<file path="config.mk">
export PLATFORM = sky130hd
export DESIGN_NAME = dual_bkpt_cmp
export DESIGN_NICKNAME = d
export VERILOG_FILES = /design/src/rtl/bkpt_pkg.sv /design/src/rtl/bkpt_regfile.sv /design/src/rtl/bkpt_match.sv /design/src/rtl/bkpt_flag_fsm.sv /design/src/rtl/dual_bkpt_cmp.sv
export SDC_FILE = /design/constraint.sdc
export NUM_CORES = 1
export LEC_CHECK = 0
export BUFFER_PORTS_ARGS = -buffer_cell sky130_fd_sc_hd__buf_2
export CAP_MARGIN = 10
export CORE_AREA = 2 2 72 74
export DETAILED_ROUTE_END_ITERATION = 7
export DIE_AREA = 0 0 74 76
export GPL_TIMING_DRIVEN = 0
export HOLD_SLACK_MARGIN = 0.06
export PLACE_DENSITY = 0.82
export SYNTH_ARGS = -nofsm -noshare
export SYNTH_HDL_FRONTEND = slang
export SYNTH_HIERARCHICAL = 1
export SYNTH_SLANG_ARGS = --single-unit
</file>
<file path="constraint.sdc">
create_clock -name clk -period 2.19 [get_ports clk]
set_clock_uncertainty 0.1 [all_clocks]
set_input_delay 0.3285 -clock clk [delete_from_list [all_inputs] [get_ports clk]]
set_output_delay 0.3285 -clock clk [all_outputs]
set_load 0.02 [all_outputs]
</file>
<file path="src/rtl/bkpt_pkg.sv">
package bkpt_pkg;

    localparam int N_UNITS  = 2;
    localparam int UNIT_EU  = 0;
    localparam int UNIT_IFU = 1;

    // Per-unit sticky flag machine
    typedef enum logic {
        FLAG_IDLE = 1'b0,
        FLAG_HIT  = 1'b1
    } flag_state_e;

    // Host register select: bit 1 picks the unit, bit 0 picks the half (0 = upper)
    typedef enum logic [1:0] {
        SEL_EU_HI  = 2'd0,
        SEL_EU_LO  = 2'd1,
        SEL_IFU_HI = 2'd2,
        SEL_IFU_LO = 2'd3
    } reg_sel_e;

endpackage

</file>
<file path="src/rtl/bkpt_regfile.sv">
module bkpt_regfile
    import bkpt_pkg::*;
#(
    parameter int HALF_W = 16,
    parameter int BP_W   = 24
) (
    input  logic                          clk,
    input  logic                          rst_n,
    input  logic                          wr_en,
    input  logic [1:0]                    wr_sel,
    input  logic [HALF_W-1:0]             wr_data,
    output logic [N_UNITS-1:0][BP_W-1:0]  bp_q
);

    localparam int HI_W = BP_W - HALF_W;

    for (genvar u = 0; u < N_UNITS; u++) begin : g_unit
        localparam logic UNIT_BIT = 1'(u);

        logic [HI_W-1:0]   hi_q;
        logic [HALF_W-1:0] lo_q;
        logic              unit_sel;

        assign unit_sel = wr_en && (wr_sel[1] == UNIT_BIT);

        // Upper part: only the low HI_W bits of the host word are kept
        always_ff @(posedge clk or negedge rst_n) begin
            if (!rst_n) begin
                hi_q <= '0;
            end else if (unit_sel && !wr_sel[0]) begin
                hi_q <= wr_data[HI_W-1:0];
            end
        end

        always_ff @(posedge clk or negedge rst_n) begin
            if (!rst_n) begin
                lo_q <= '0;
            end else if (unit_sel && wr_sel[0]) begin
                lo_q <= wr_data;
            end
        end

        assign bp_q[u] = {hi_q, lo_q};
    end

endmodule

</file>
<file path="src/rtl/bkpt_match.sv">
module bkpt_match #(
    parameter int BUS_W = 32,
    parameter int BP_W  = 24
) (
    input  logic [BP_W-1:0]  bp,
    input  logic [BUS_W-1:0] bus_addr,
    input  logic             bus_valid,
    input  logic             enable,
    output logic             hit
);

    logic addr_eq;

    always_comb begin
        addr_eq = (bus_addr[BP_W-1:0] == bp);
        hit     = enable && bus_valid && addr_eq;
    end

endmodule

</file>
<file path="src/rtl/bkpt_flag_fsm.sv">
module bkpt_flag_fsm
    import bkpt_pkg::*;
(
    input  logic clk,
    input  logic rst_n,
    input  logic hit,
    input  logic clr,
    output logic reached
);

    flag_state_e state_q, state_d;

    // State register
    always_ff @(posedge clk or negedge rst_n) begin
        if (!rst_n) begin
            state_q <= FLAG_IDLE;
        end else begin
            state_q <= state_d;
        end
    end

    // Transitions: arm-to-hit and hit-to-idle; the clear has priority
    always_comb begin
        state_d = state_q;
        unique case (state_q)
            FLAG_IDLE: if (hit && !clr) state_d = FLAG_HIT;
            FLAG_HIT:  if (clr)         state_d = FLAG_IDLE;
            default:                    state_d = FLAG_IDLE;
        endcase
    end

    // Outputs
    always_comb begin
        reached = (state_q == FLAG_HIT);
    end

endmodule

</file>
<file path="src/rtl/dual_bkpt_cmp.sv">
module dual_bkpt_cmp
    import bkpt_pkg::*;
#(
    parameter int HALF_W = 16,
    parameter int BUS_W  = 32,
    parameter int BP_W   = 24
) (
    input  logic              clk,
    input  logic              rst_n,
    input  logic              host_wr_en,
    input  logic [1:0]        host_wr_sel,
    input  logic [HALF_W-1:0] host_wr_data,
    input  logic [BUS_W-1:0]  eu_bus_addr,
    input  logic              eu_bus_valid,
    input  logic              eu_bkpt_en,
    input  logic              eu_flag_clr,
    input  logic [BUS_W-1:0]  ifu_bus_addr,
    input  logic              ifu_bus_valid,
    input  logic              ifu_bkpt_en,
    input  logic              ifu_flag_clr,
    output logic              eu_bkpt_reached,
    output logic              ifu_bkpt_reached,
    output logic              halt_req
);

    logic [N_UNITS-1:0][BP_W-1:0]  bp_q;
    logic [N_UNITS-1:0][BUS_W-1:0] addr_a;
    logic [N_UNITS-1:0]            valid_a;
    logic [N_UNITS-1:0]            en_a;
    logic [N_UNITS-1:0]            clr_a;
    logic [N_UNITS-1:0]            hit_a;
    logic [N_UNITS-1:0]            reached_a;

    assign addr_a[UNIT_EU]   = eu_bus_addr;
    assign addr_a[UNIT_IFU]  = ifu_bus_addr;
    assign valid_a[UNIT_EU]  = eu_bus_valid;
    assign valid_a[UNIT_IFU] = ifu_bus_valid;
    assign en_a[UNIT_EU]     = eu_bkpt_en;
    assign en_a[UNIT_IFU]    = ifu_bkpt_en;
    assign clr_a[UNIT_EU]    = eu_flag_clr;
    assign clr_a[UNIT_IFU]   = ifu_flag_clr;

    bkpt_regfile #(
        .HALF_W (HALF_W),
        .BP_W   (BP_W)
    ) u_regs (
        .clk     (clk),
        .rst_n   (rst_n),
        .wr_en   (host_wr_en),
        .wr_sel  (host_wr_sel),
        .wr_data (host_wr_data),
        .bp_q    (bp_q)
    );

    for (genvar u = 0; u < N_UNITS; u++) begin : g_unit
        bkpt_match #(
            .BUS_W (BUS_W),
            .BP_W  (BP_W)
        ) u_match (
            .bp        (bp_q[u]),
            .bus_addr  (addr_a[u]),
            .bus_valid (valid_a[u]),
            .enable    (en_a[u]),
            .hit       (hit_a[u])
        );

        bkpt_flag_fsm u_flag (
            .clk     (clk),
            .rst_n   (rst_n),
            .hit     (hit_a[u]),
            .clr     (clr_a[u]),
            .reached (reached_a[u])
        );
    end

    assign eu_bkpt_reached  = reached_a[UNIT_EU];
    assign ifu_bkpt_reached = reached_a[UNIT_IFU];
    assign halt_req         = |reached_a;

endmodule

</file>
# After elaboration in Yosys (flattened, before gate mapping)
# Cells that the tools add are included.
# word_totals
n_memories,0
romBits,0
mem_bits_rw,0
ff_bits,50
latch_bits,0
input_bits,91
# op_classes
reduce_logical,16
bitwise,3
n_mul,0
shifts,0
n_addsub,0
n_mux,6
magnitude_cmp,0
div_mod_pow,0
eq_ne,2
# ops
op,count
$eq 24x24->1,2
$logic_and 1x1->1,12
$mux 1,4
$pmux 1 s2,2
$logic_not 1->1,3
$not 1->1,3
$reduce_or 2->1,1

# Depth between registers and ports, before layout
# Gate-level depths: netlist of run 1.
# logic_depth
ltp_word,5
ltp_mapped,5
depth_no_buf,5

# Modules after synthesis
# The synthesis of run 1 kept the hierarchy.
# modules_own_cells
module,cells_each,area_each_um2,seq_area_each_um2,instances
bkpt_regfile,102,1820.5,1201.2,1
bkpt_match,33,270.3,0.0,2
bkpt_flag_fsm,2,35.0,25.0,2
dual_bkpt_cmp,1,6.3,0.0,1

# Worst setup path after synthesis of run 1
# Ideal clock, no wire load.
# synth_path
kind,register -> register
from,register u_regs.g_unit[0].hi_q[2]
to,register g_unit[0].u_flag.state_q
synth_period_minus_slack_ps,1392
setup_slack_ps,798
path_buffers,0
path_stages_with_launch,6
arrival_ps,1226
cell_sequence,dfrtp_1 -> xor2_1 -> nor4_1 -> nand4_1 -> nor4_2 -> o21ba_1
# synth_via
elab_chain_cells,5
# synth_rtl
element,line_no,rtl
start: declaration,bkpt_regfile.sv:20,logic [HI_W-1:0] hi_q;
start signal: assignment,bkpt_regfile.sv:31,hi_q <= wr_data[HI_W-1:0];
$eq 24x24->1,bkpt_match.sv:15,addr_eq = (bus_addr[BP_W-1:0] == bp);
$logic_and 1x1->1,bkpt_match.sv:16,hit = enable && bus_valid && addr_eq;
net hit_a[0],dual_bkpt_cmp.sv:31,logic [N_UNITS-1:0] hit_a;
$logic_and 1x1->1,bkpt_flag_fsm.sv:26,FLAG_IDLE: if (hit && !clr) state_d = FLAG_HIT;
$mux 1,bkpt_flag_fsm.sv:26,
$pmux 1 s2,bkpt_flag_fsm.sv:25,unique case (state_q)
net g_unit[0].u_flag.state_d,bkpt_flag_fsm.sv:11,"flag_state_e state_q, state_d;"
end signal: assignment,bkpt_flag_fsm.sv:18,state_q <= state_d;
end: declaration,bkpt_flag_fsm.sv:11,
# The timed path passes the listed nets, and every way through them passes these cells.
# A chain may end at the register's enable or synchronous reset.

# Worst setup path in the final report of run 1
# layout_path
from,register u_regs.g_unit[1].lo_q[3]
to,register g_unit[1].u_flag.state_q
# layout_via
elab_chain_cells,5
# layout_rtl
element,line_no,rtl
start: declaration,bkpt_regfile.sv:21,logic [HALF_W-1:0] lo_q;
start signal: assignment,bkpt_regfile.sv:39,lo_q <= wr_data;
$eq 24x24->1,bkpt_match.sv:15,
$logic_and 1x1->1,bkpt_match.sv:16,
net hit_a[1],dual_bkpt_cmp.sv:31,
$logic_and 1x1->1,bkpt_flag_fsm.sv:26,
$mux 1,bkpt_flag_fsm.sv:26,
$pmux 1 s2,bkpt_flag_fsm.sv:25,
net g_unit[1].u_flag.state_d,bkpt_flag_fsm.sv:11,
end signal: assignment,bkpt_flag_fsm.sv:18,
end: declaration,bkpt_flag_fsm.sv:11,
# The timed path passes the listed nets, and every way through them passes these cells.

==> results of run 1 <==
==> layout make-up <==
| cell class | count | area, um^2 | area share [%] |
|---|---|---|---|
| tap | 70 | 87.58 | 2.900 |
| sequential | 50 | 1251 | 41.42 |
| multi-input combinational | 121 | 1167 | 38.65 |
| clock inverter | 2 | 37.54 | 1.243 |
| timing repair buffer | 77 | 385.4 | 12.76 |
| buffer | 2 | 18.77 | 0.6214 |
| clock buffer | 6 | 72.57 | 2.403 |
==> Yosys cell counts <==
cell type and n:
sky130_fd_sc_hd__nand3_2 1, sky130_fd_sc_hd__nor4_2 2, sky130_fd_sc_hd__or2_1 1, sky130_fd_sc_hd__nor3_1 2
sky130_fd_sc_hd__buf_6 1, sky130_fd_sc_hd__xnor2_1 18, sky130_fd_sc_hd__buf_4 1, sky130_fd_sc_hd__nand4_1 6
sky130_fd_sc_hd__nand3b_4 1, sky130_fd_sc_hd__o21ba_1 2, sky130_fd_sc_hd__nand3b_2 1, sky130_fd_sc_hd__xor2_1 30
sky130_fd_sc_hd__nand3_1 2, sky130_fd_sc_hd__nor3b_4 1, sky130_fd_sc_hd__dfrtp_1 50, sky130_fd_sc_hd__mux2_2 48
sky130_fd_sc_hd__nor4_1 6
==> metal layers <==
metal,vias up,global-route usage (%),wire length [um]
li1,776,-,-
met3,10,4.497,291
met4,0,7.636,104
met5,-,0,0
met1,774,22.91,2096
met2,53,28.48,2296
==> cells in the final DEF, fill, tap and decap left out <==
master	Yosys	final
sky130_fd_sc_hd__buf_6	1	1
sky130_fd_sc_hd__dfrtp_1	50	50
sky130_fd_sc_hd__nand4_1	6	6
sky130_fd_sc_hd__nand3_2	1	1
sky130_fd_sc_hd__bufinv_16	0	1
sky130_fd_sc_hd__nor3_1	2	2
sky130_fd_sc_hd__nand3_1	2	2
sky130_fd_sc_hd__nor4_2	2	2
sky130_fd_sc_hd__clkbuf_1	0	1
sky130_fd_sc_hd__nand3b_4	1	1
sky130_fd_sc_hd__xor2_1	30	30
sky130_fd_sc_hd__o21ba_1	2	2
sky130_fd_sc_hd__buf_4	1	1
sky130_fd_sc_hd__clkbuf_8	0	5
sky130_fd_sc_hd__xnor2_1	18	18
sky130_fd_sc_hd__clkinvlp_4	0	1
sky130_fd_sc_hd__mux2_2	48	48
sky130_fd_sc_hd__buf_2	0	77
sky130_fd_sc_hd__nor3b_4	1	1
sky130_fd_sc_hd__or2_1	1	1
sky130_fd_sc_hd__nor4_1	6	6
sky130_fd_sc_hd__nand3b_2	1	1
==> registers in the layout (all words and copies together), names as in the netlist <==
signal                 flops
u_regs/g_unit.lo_q        32
g_unit.u_flag/reached      2
u_regs/g_unit.hi_q        16
==> kinds of logic (layout without fill, tap and decap cells) <==
kind of cell | after synthesis | count (layout)
flops | 50 | 50
mux | 48 | 48
buf+inv | 2 | 87
simple gates | 23 | 23
compound gates | 2 | 2
xor+xnor | 48 | 48
==> per-stage QoR <==
step	setup WS [ns]	utilization (%)	area, um^2	std cells	total power, mW
floorplan	0.7983	-	2437	173	1.532
global placement	0.5598	59.25	2910	320	1.687
detailed placement	0.5490	59.25	2910	320	1.713
CTS	0.5594	61.49	3020	328	2.356
global route	0.5390	61.49	3020	328	2.458
finish	0.6011	61.49	3020	328	2.321
==> power groups by stage <==
stage,Sequential (mW),Clock [mW],Combinational [mW]
after detailed placement,1.23,0,0.486
final,1.20,0.638,0.478
after global routing,1.23,0.702,0.526
after global placement,1.22,0,0.470
after CTS,1.21,0.661,0.487
after floorplan,1.20,0,0.337
==> worst paths after layout <==
path                                             to  slack, ns  depth (start not counted)
min reg2reg                u_regs/g_unit[1].hi_q[7]       0.43                          1
min                        u_regs/g_unit[0].hi_q[1]       0.13                          1
min in group clk           g_unit[1].u_flag/reached       0.15                          2
max                        g_unit[1].u_flag/reached       0.60                          5
max in group asynchronous  u_regs/g_unit[0].hi_q[7]       1.19                          1
max reg2reg                g_unit[1].u_flag/reached       0.60                          5
==> impl.org, run 1 <==
** Routing
- Wirelength per Cell :: 14.60 um
- After detailed routing, the total wire length is 4788 um.
- Across all layers, the routed design uses 1613 vias.
- The detail route stage leaves a number of antenna-violating nets equal to 0.
- After detailed routing, the number of vias per cell comes to 4.918.
- First drt pass iteration count :: 2
- Number of remaining DRC errors :: 0
- Iteration-0 DRC count of the detailed router :: 92

** Setup path
- Endpoint required time on the critical path :: 2.34 ns
- Number of buffers and inverters on the critical path :: 0
- For the worst setup path, the data arrival time is 1.74 ns.
- In this run the worst path has a maximum fanout of 2.
- The signal on the critical path passes through xor2_1, nor4_1, nand3_1, nor4_2, o21ba_1.
- Crit path capture type :: register
- Grouping stages by cell kind, the critical path spends the most delay in simple AND/OR/NAND/NOR gates.
- Type of the setup path with the least slack :: register to register
- Sort of element at the start of the critical path :: register
- Tracing the worst setup path back leads to its startpoint at u_regs/g_unit[1].lo_q[3].
- Slowest cell on crit path :: sky130_fd_sc_hd__dfrtp_1
- The worst register-to-register path begins at u_regs/g_unit[1].lo_q[3].
- On the worst path, the slowest cell contributes a delay of 0.40 ns.

** Clock network
- Clock transition at the registers of the reported paths :: 0.09 ns
- The number of hold buffers added after CTS was 0.
- The number of setup buffers added after CTS is 0.
- The tree is rooted in a sky130_fd_sc_hd__clkbuf_8.
- For this design, the sink count on the clock tree is 50.
- Source-to-sink clock delay at the later pin of the worst-skew pair :: 0.30 ns
- Number of buffers added by the clock tree synthesis step :: 5
- Number of H-tree levels :: 2
- Number of buffers between clock root and the deepest sink :: 2
- Post-cts repair resize count :: 0
- TritonCTS built the clock tree.

** Die
- The die covers 5624 um^2.
- Die extent in x :: 74 um
- Chip height :: 76 um
- The core region is 4912 um^2.
- The initial utilization of the core area, before any placement, comes to 49.62%.
- After floorplanning, the core was divided into 26 placement rows.
- Number of top-level pins :: 94

** Finish
- Antenna Diode Count :: 0
- Number of nets in the layout :: 348
- Count of filler cells inserted in the layout :: 414
- Layout cells sized above 1 :: 54.26%
- Relative to the synthesized area, the layout overhead comes to 23.92%.

** Yosys
- A synthesized cell averages 14.09 um^2.
- Counting distinct cell types in the post-synthesis netlist gives 17.
- Net count after synthesis :: 264
- Area of the mapped netlist :: 2437 um^2
- Simple-gate portion of the synthesized area :: 7.649%
- The share of the Yosys chip area taken by registers is 51.33%.
- By area the synthesized netlist is led by sky130_fd_sc_hd__dfrtp_1 (51%), sky130_fd_sc_hd__mux2_2 (22%), sky130_fd_sc_hd__xor2_1 (11%).
- The top cell type by area accounts for 51.33% of the synthesized area.
- Arithmetic-cell share of the synthesized area counting full adders, half adders and majority gates :: 0%
- Of the total synthesized cell area, the portion taken by XOR and XNOR cells is 17.25%.
- The Yosys step of the flow raised 6 warnings.
- By area, the combinational part of the netlist is dominated by multiplexers.
- Synth area leader :: sky130_fd_sc_hd__dfrtp_1
- Mux cell area share after synthesis :: 22.18%
- In this run, synthesis produced a sequential element count of 50.
- Counting every instance in the synthesized netlist gives 173.
- Summing the areas of all compound-gate instances in the mapped netlist gives 0.8214% of the synthesized area.

** Flow run
- Max-cap violations in this run came to 0.

** Power
- Clock Power Share :: 27.5%
- Static leakage :: 1.406 nW
- Maximum resistive drop on vdd :: 0.2990 mV
- Dividing total power by cell area gives a power density of 768.4 nW/um^2.
- The internal portion of the total power is 1.730 mW.
- Net switching fraction of the power :: 25.46%
- Combinational logic burns 20.6% of the power.
- Sw power :: 0.5909 mW
- In this run, flip-flops and latches consume 51.9% of the power.

** Global routing
- The number of global-route vias before repair came to 1611.
- Global-route wire length before repair :: 7493 um
- The initial antenna violation count came to 0.
- For this run the aggregate overflow at the end of global routing stands at 0.
- In the global route stage, overall resource usage came out at 17.90%.
- Entering global routing, the biggest net connects 51 pins.

** STA
- The final max-slew violation count is 0.
- Counting I/O delays and the setup requirement, the final critical path takes 1.589 ns.
- Setup repair after global routing missed its margin :: no
- Worst hold slack after final layout :: 0.1334 ns
- Adding up every negative setup slack in the final design gives 0 ns.
- Slew headroom :: 26.65%
- Setup violations remaining at the end of the flow were counted as 0.
- For this run, the top clock speed supported by timing is 629.4 MHz.
- For the pin with the worst max-slew slack, the measured transition is 1.100 ns.
- The final critical path takes up 72.55% of the cycle.
- Count of final hold-check violations :: 0

** Run status
- Status :: completed

** Place
- At the end of routability-driven placement, the weighted congestion stood at 0.8040.
- Buffers on Ports :: 77
- Detailed placement ended at an HPWL of 3693 um.

** Worst hold path
- The min-delay analysis places its worst path in the category input pin to async pin.
No activity file was read; power rests on OpenSTA's default activity.
==> inputs of run 2 (changes only) <==
--- a/config.mk
+++ b/config.mk
@@ -5,14 +5,15 @@
 export SDC_FILE = /design/constraint.sdc
 export NUM_CORES = 1
 export LEC_CHECK = 0
+export ABC_AREA = 1
 export BUFFER_PORTS_ARGS = -buffer_cell sky130_fd_sc_hd__buf_2
 export CAP_MARGIN = 10
-export CORE_AREA = 2 2 72 74
+export CORE_AREA = 2 2 86 88
 export DETAILED_ROUTE_END_ITERATION = 7
-export DIE_AREA = 0 0 74 76
+export DIE_AREA = 0 0 88 90
 export GPL_TIMING_DRIVEN = 0
 export HOLD_SLACK_MARGIN = 0.06
-export PLACE_DENSITY = 0.82
+export PLACE_DENSITY = 0.75
 export SYNTH_ARGS = -nofsm -noshare
 export SYNTH_HDL_FRONTEND = slang
 export SYNTH_HIERARCHICAL = 1
==> constraint.sdc (replaced) <==
create_clock -name clk -period 1.3 [get_ports clk]
set_clock_uncertainty 0.1 [all_clocks]
set_input_delay 0.195 -clock clk [delete_from_list [all_inputs] [get_ports clk]]
set_output_delay 0.195 -clock clk [all_outputs]
set_load 0.02 [all_outputs]
==> run 2 against run 1 <==
  * The flow now finishes with violations (setup timing)
  * Register-to-register slack got worse by 0.60 ns
  * Wire length rose by 63%
  * Die area rose by 41%
  * Final cell count rose by 110%
  * Total power rose by 68%
  * Worst hold slack got worse by 0.060 ns
  * First-iteration DRC count rose by 92%
  * Area after synthesis rose by 30%
  * Sequential power rose by 65%
  * Flip-flop and latch count did not move
  * Fmax rose by 22%
  * Non-clock buffer count rose by 24
==> impl.org, run 2 <==
** Clock network
- Clock tree from TritonCTS :: built
- Counting every sink on the clock net gives 50.
- In this run the deepest clock path goes through 2 buffers.
- The H-tree was split into 2 levels.
- Clock transition at the registers of the reported paths :: 0.09 ns
- Root buf cell :: sky130_fd_sc_hd__clkbuf_8
- Source-to-sink clock delay at the later pin of the worst-skew pair :: 0.30 ns
- Buffers inserted during clock tree synthesis total 5.

** Routing
- Wirelength per Cell :: 11.58 um
- The detailed router finished its first iteration with 177 violations.
- Using the TritonRoute via totals, the vias-per-cell ratio works out to 4.559.
- Number of remaining DRC errors :: 0
- Vias post-DR :: 3082
- After detailed routing, the total wire length is 7827 um.
- First drt pass iteration count :: 4
- The detail route stage leaves a number of antenna-violating nets equal to 0.

** Finish
- The net count of the finished layout is 668.
- Leaving out fill and tap cells, the most frequent cells in the layout are sky130_fd_sc_hd__nand2_1 (215), sky130_fd_sc_hd__inv_1 (102), sky130_fd_sc_hd__buf_2 (81).
- Most common library cell in the layout ignoring fill and taps :: sky130_fd_sc_hd__nand2_1
- Max reg flops :: 32
- Layout overhead on the synthesized area :: 22.74%
- The repair_antennas step left the layout with diodes totalling 0.
- In the final layout, the share of cells above drive strength 1 is 22.18%.
- For this run, the number of standard cells in the final layout without fillers is 676.
- Once layout is done, the placed cells without fillers occupy 3904 um^2.
- Counting flops per register, the top entry is u_regs/g_unit.lo_q.

** Yosys
- In the synthesized netlist, mux cells make up 0% of the area.
- Sequential-to-total area share from yosys stat :: 39.34%
- Summing the areas of all fa, ha and maj instances in the mapped netlist gives 0% of the synthesized area.
- Among all flip-flop cells after synthesis, the most frequent one is sky130_fd_sc_hd__dfrtp_1.
- Summing the areas of all compound-gate instances in the mapped netlist gives 4.878% of the synthesized area.
- Yosys top cell area share :: 39.34%
- Ys Warns :: 6
- Number of flops mapped to enable cells by yosys :: 0
- In the synthesized netlist the async set-or-reset flop fraction comes to 100.0%.
- Ranked by total cell area, the synthesized netlist is headed by sky130_fd_sc_hd__dfrtp_1 (39%), sky130_fd_sc_hd__nand2_1 (25%), sky130_fd_sc_hd__inv_1 (12%).
- After synthesis, the netlist uses 18 different library cells.
- The mapped netlist covers 3181 um^2.
- By instance count, the leading cell after synthesis is sky130_fd_sc_hd__nand2_1.
- By area, the combinational part of the netlist is dominated by simple AND/OR/NAND/NOR gates.
- Summed over all instances, the cell type with the most area after synthesis is sky130_fd_sc_hd__dfrtp_1.
- Xor-xnor portion of the synthesized cell area :: 1.652%
- Commonest cells in the netlist :: sky130_fd_sc_hd__nand2_1 (215), sky130_fd_sc_hd__inv_1 (102), sky130_fd_sc_hd__dfrtp_1 (50)
- Gate count of the mapped netlist :: 481
- Net count after synthesis :: 572
- Average cell area after synthesis :: 6.612 um^2
- After Yosys synthesis, and, or, nand and nor cells account for 38.12% of the synthesized area.
- Number of storage elements in the synthesis netlist :: 50

** Setup path
- Of all nets on the critical path, the largest fanout is 2.
- In this run the critical register-to-register path is launched from u_regs/g_unit[1].hi_q[0].
- Endpoint required time on the critical path :: 1.44 ns
- Reg-to-Reg End :: g_unit[1].u_flag/reached
- The critical path is of the register to register type.
- Worst Path Arrival :: 1.45 ns
- Across all register-to-register paths, the minimum setup slack is -0.003 ns.
- Counting cells, the worst reg-to-reg path comes to 7.
- STA classifies the critical path startpoint as a register.
- Crit path capture type :: register

** Worst hold path
- Hold Crit Depth :: 3
- The min-delay analysis places its worst path in the category input pin to register.
- Worst Hold Launch :: host_wr_data[0]
- Worst Hold Endpoint :: u_regs/g_unit[1].lo_q[0]

** STA
- Setup violations, final :: 1
- Setup repair after global routing could not meet its margin everywhere.
- Setup slack on the critical path of the routed design comes to -0.003382 ns.
- Max Slew Vio Count :: 0
- Crit share post-route :: 100.3%
- For this run, the top clock speed supported by timing is 767.2 MHz.
- Slew of the pin with the lowest slew margin :: 0.3251 ns
- Count of final hold-check violations :: 0
- The routed design could run at a clock period as short as 1.303 ns.
- Slew headroom :: 78.33%

** Global routing
- Antenna violations before repair :: 0
- Global-route wire length before repair :: 12640 um
- Global routing finished with a remaining overflow of 0.
- The number of global-route vias before repair is 2884.
- Entering global routing, the biggest net connects 51 pins.
- Overall routing resource usage :: 20.23%

** Die
- For this configuration, the core starts out at a cell density of 45.30%.
- Core area :: 7020 um^2
- For this design the top-level I/O count stands at 94.
- Area of the die :: 7920 um^2
- Chip height :: 90 um
- Die extent in x :: 88 um
- The floorplan has 31 rows.

** Power
- IR analysis of the VDD net gives a maximum drop of 0.5608 mV.
- The clock network burns 22.2% of the power.
- Internal power consumption :: 2.615 mW
- Comb pwr share :: 27.0%
- The analysis attributes to cell leakage a power of 2.399 nW.
- Power spread over the standard cell area amounts to 998.7 nW/um^2.
- Power share of the sequential group :: 50.8%
- Sw power :: 1.283 mW
- Net switching fraction of the power :: 32.92%
- Power comes to 3.899 mW.

** Place
- Inst Count DP :: 655
- Post-detail-place hpwl :: 6019 um
- Buffers on Ports :: 75
- Final GP Congestion :: 0.8375
- Total cell area at the placement stage :: 3680 um^2

** Flow run
- The tool flagged a number of max-cap violations equal to 0.

** Run status
- Status :: finished, violations left
- Violations in the final reports :: setup timing
-- run 2: cell types whose count changed after synthesis, moves of 14 or more --
cell                      change
sky130_fd_sc_hd__inv_1      +102
sky130_fd_sc_hd__mux2_2      -48
sky130_fd_sc_hd__nand2_1    +215
sky130_fd_sc_hd__nand4_1     +26
sky130_fd_sc_hd__nor2_1      +34
sky130_fd_sc_hd__o21ai_2     +16
sky130_fd_sc_hd__xnor2_1     -14
sky130_fd_sc_hd__xor2_1      -28
-- run 2: kinds of logic after synthesis --
group,count (synthesis)
buffers and inverters,118
XOR/XNOR,6
flip-flops,50
AO/OA/AOI/OAI,18
AND/OR/NAND/NOR,289
-- run 2: cell type report --
class                           count  area, um^2
Buffer                             14       116.4
Timing Repair Buffer               89       513.0
Multi-Input combinational cell    313        1428
Clock buffer                        5       68.82
Fill cell                         718        3117
Tap cell                           99       123.9
Inverter                          104       392.9
Sequential cell                    50        1251
Clock inverter                      2       10.01
-- run 2: how the worst max path moves through the flow --
stage                                          from                       end  slack (ns)  depth (start not counted)
after detailed placement   u_regs/g_unit[1].hi_q[0]  g_unit[1].u_flag/reached       -0.01                          7
after global routing       u_regs/g_unit[1].lo_q[6]  g_unit[1].u_flag/reached       -0.14                         10
after floorplan           u_regs/g_unit[0].lo_q[12]  g_unit[0].u_flag/reached        0.19                          9
after global placement    u_regs/g_unit[0].lo_q[12]  g_unit[0].u_flag/reached       0.003                          9
final                      u_regs/g_unit[1].hi_q[0]  g_unit[1].u_flag/reached      -0.003                          7
after CTS                  u_regs/g_unit[1].lo_q[6]  g_unit[1].u_flag/reached      -0.008                          9
-- run 2: timing repair --
action,in CTS,in global routing
resized for setup,0,2
hold buffers,6,2
setup buffers,1,4
pin swaps,6,6
setup endpoints to repair,2,3
endpoints found under the hold margin,57,51
-- run 2: per-stage QoR --
stage	TNS, ns	hold slack, ns	worst slack [ns]	util, %
2_1_floorplan	0	-0.2006	0.1931	-
3_3_place_gp	0	0.2496	0.003121	52.41
3_5_place_dp	-0.01273	0.2539	-0.01273	52.41
4_1_cts	-0.008295	0.03617	-0.008295	54.50
5_1_grt	-0.2431	0.07109	-0.1435	55.61
6_report	-0.003382	0.07357	-0.003382	55.61
-- run 2: critical path, cell delays in order, from the launching register on --
cell	delay [ns]
sky130_fd_sc_hd__dfrtp_1	0.40
sky130_fd_sc_hd__xnor2_1	0.15
sky130_fd_sc_hd__nand2_1	0.07
sky130_fd_sc_hd__nor2_1	0.13
sky130_fd_sc_hd__nand3_2	0.11
sky130_fd_sc_hd__nor2_2	0.15
sky130_fd_sc_hd__nor2_1	0.05
sky130_fd_sc_hd__nor2_1	0.08
-- run 2: layer usage --
metal | vias up | share of wire, % | GRT usage [%]
met5 | - | 0 | 0
met4 | 0 | 2.4 | 7.564
met1 | 1363 | 44 | 27.35
li1 | 1619 | - | -
met3 | 16 | 5.2 | 3.857
met2 | 84 | 49 | 31.94
-- run 2: power by group through the flow --
stage               Sequential [mW]  Combinational [mW]  Clock, mW
floorplan                      1.96               0.697          0
global placement               2.01               0.960          0
detailed placement             2.02               0.995          0
CTS                            1.99                1.02      0.879
global route                   2.02                1.22      0.954
finish                         1.98                1.05      0.866
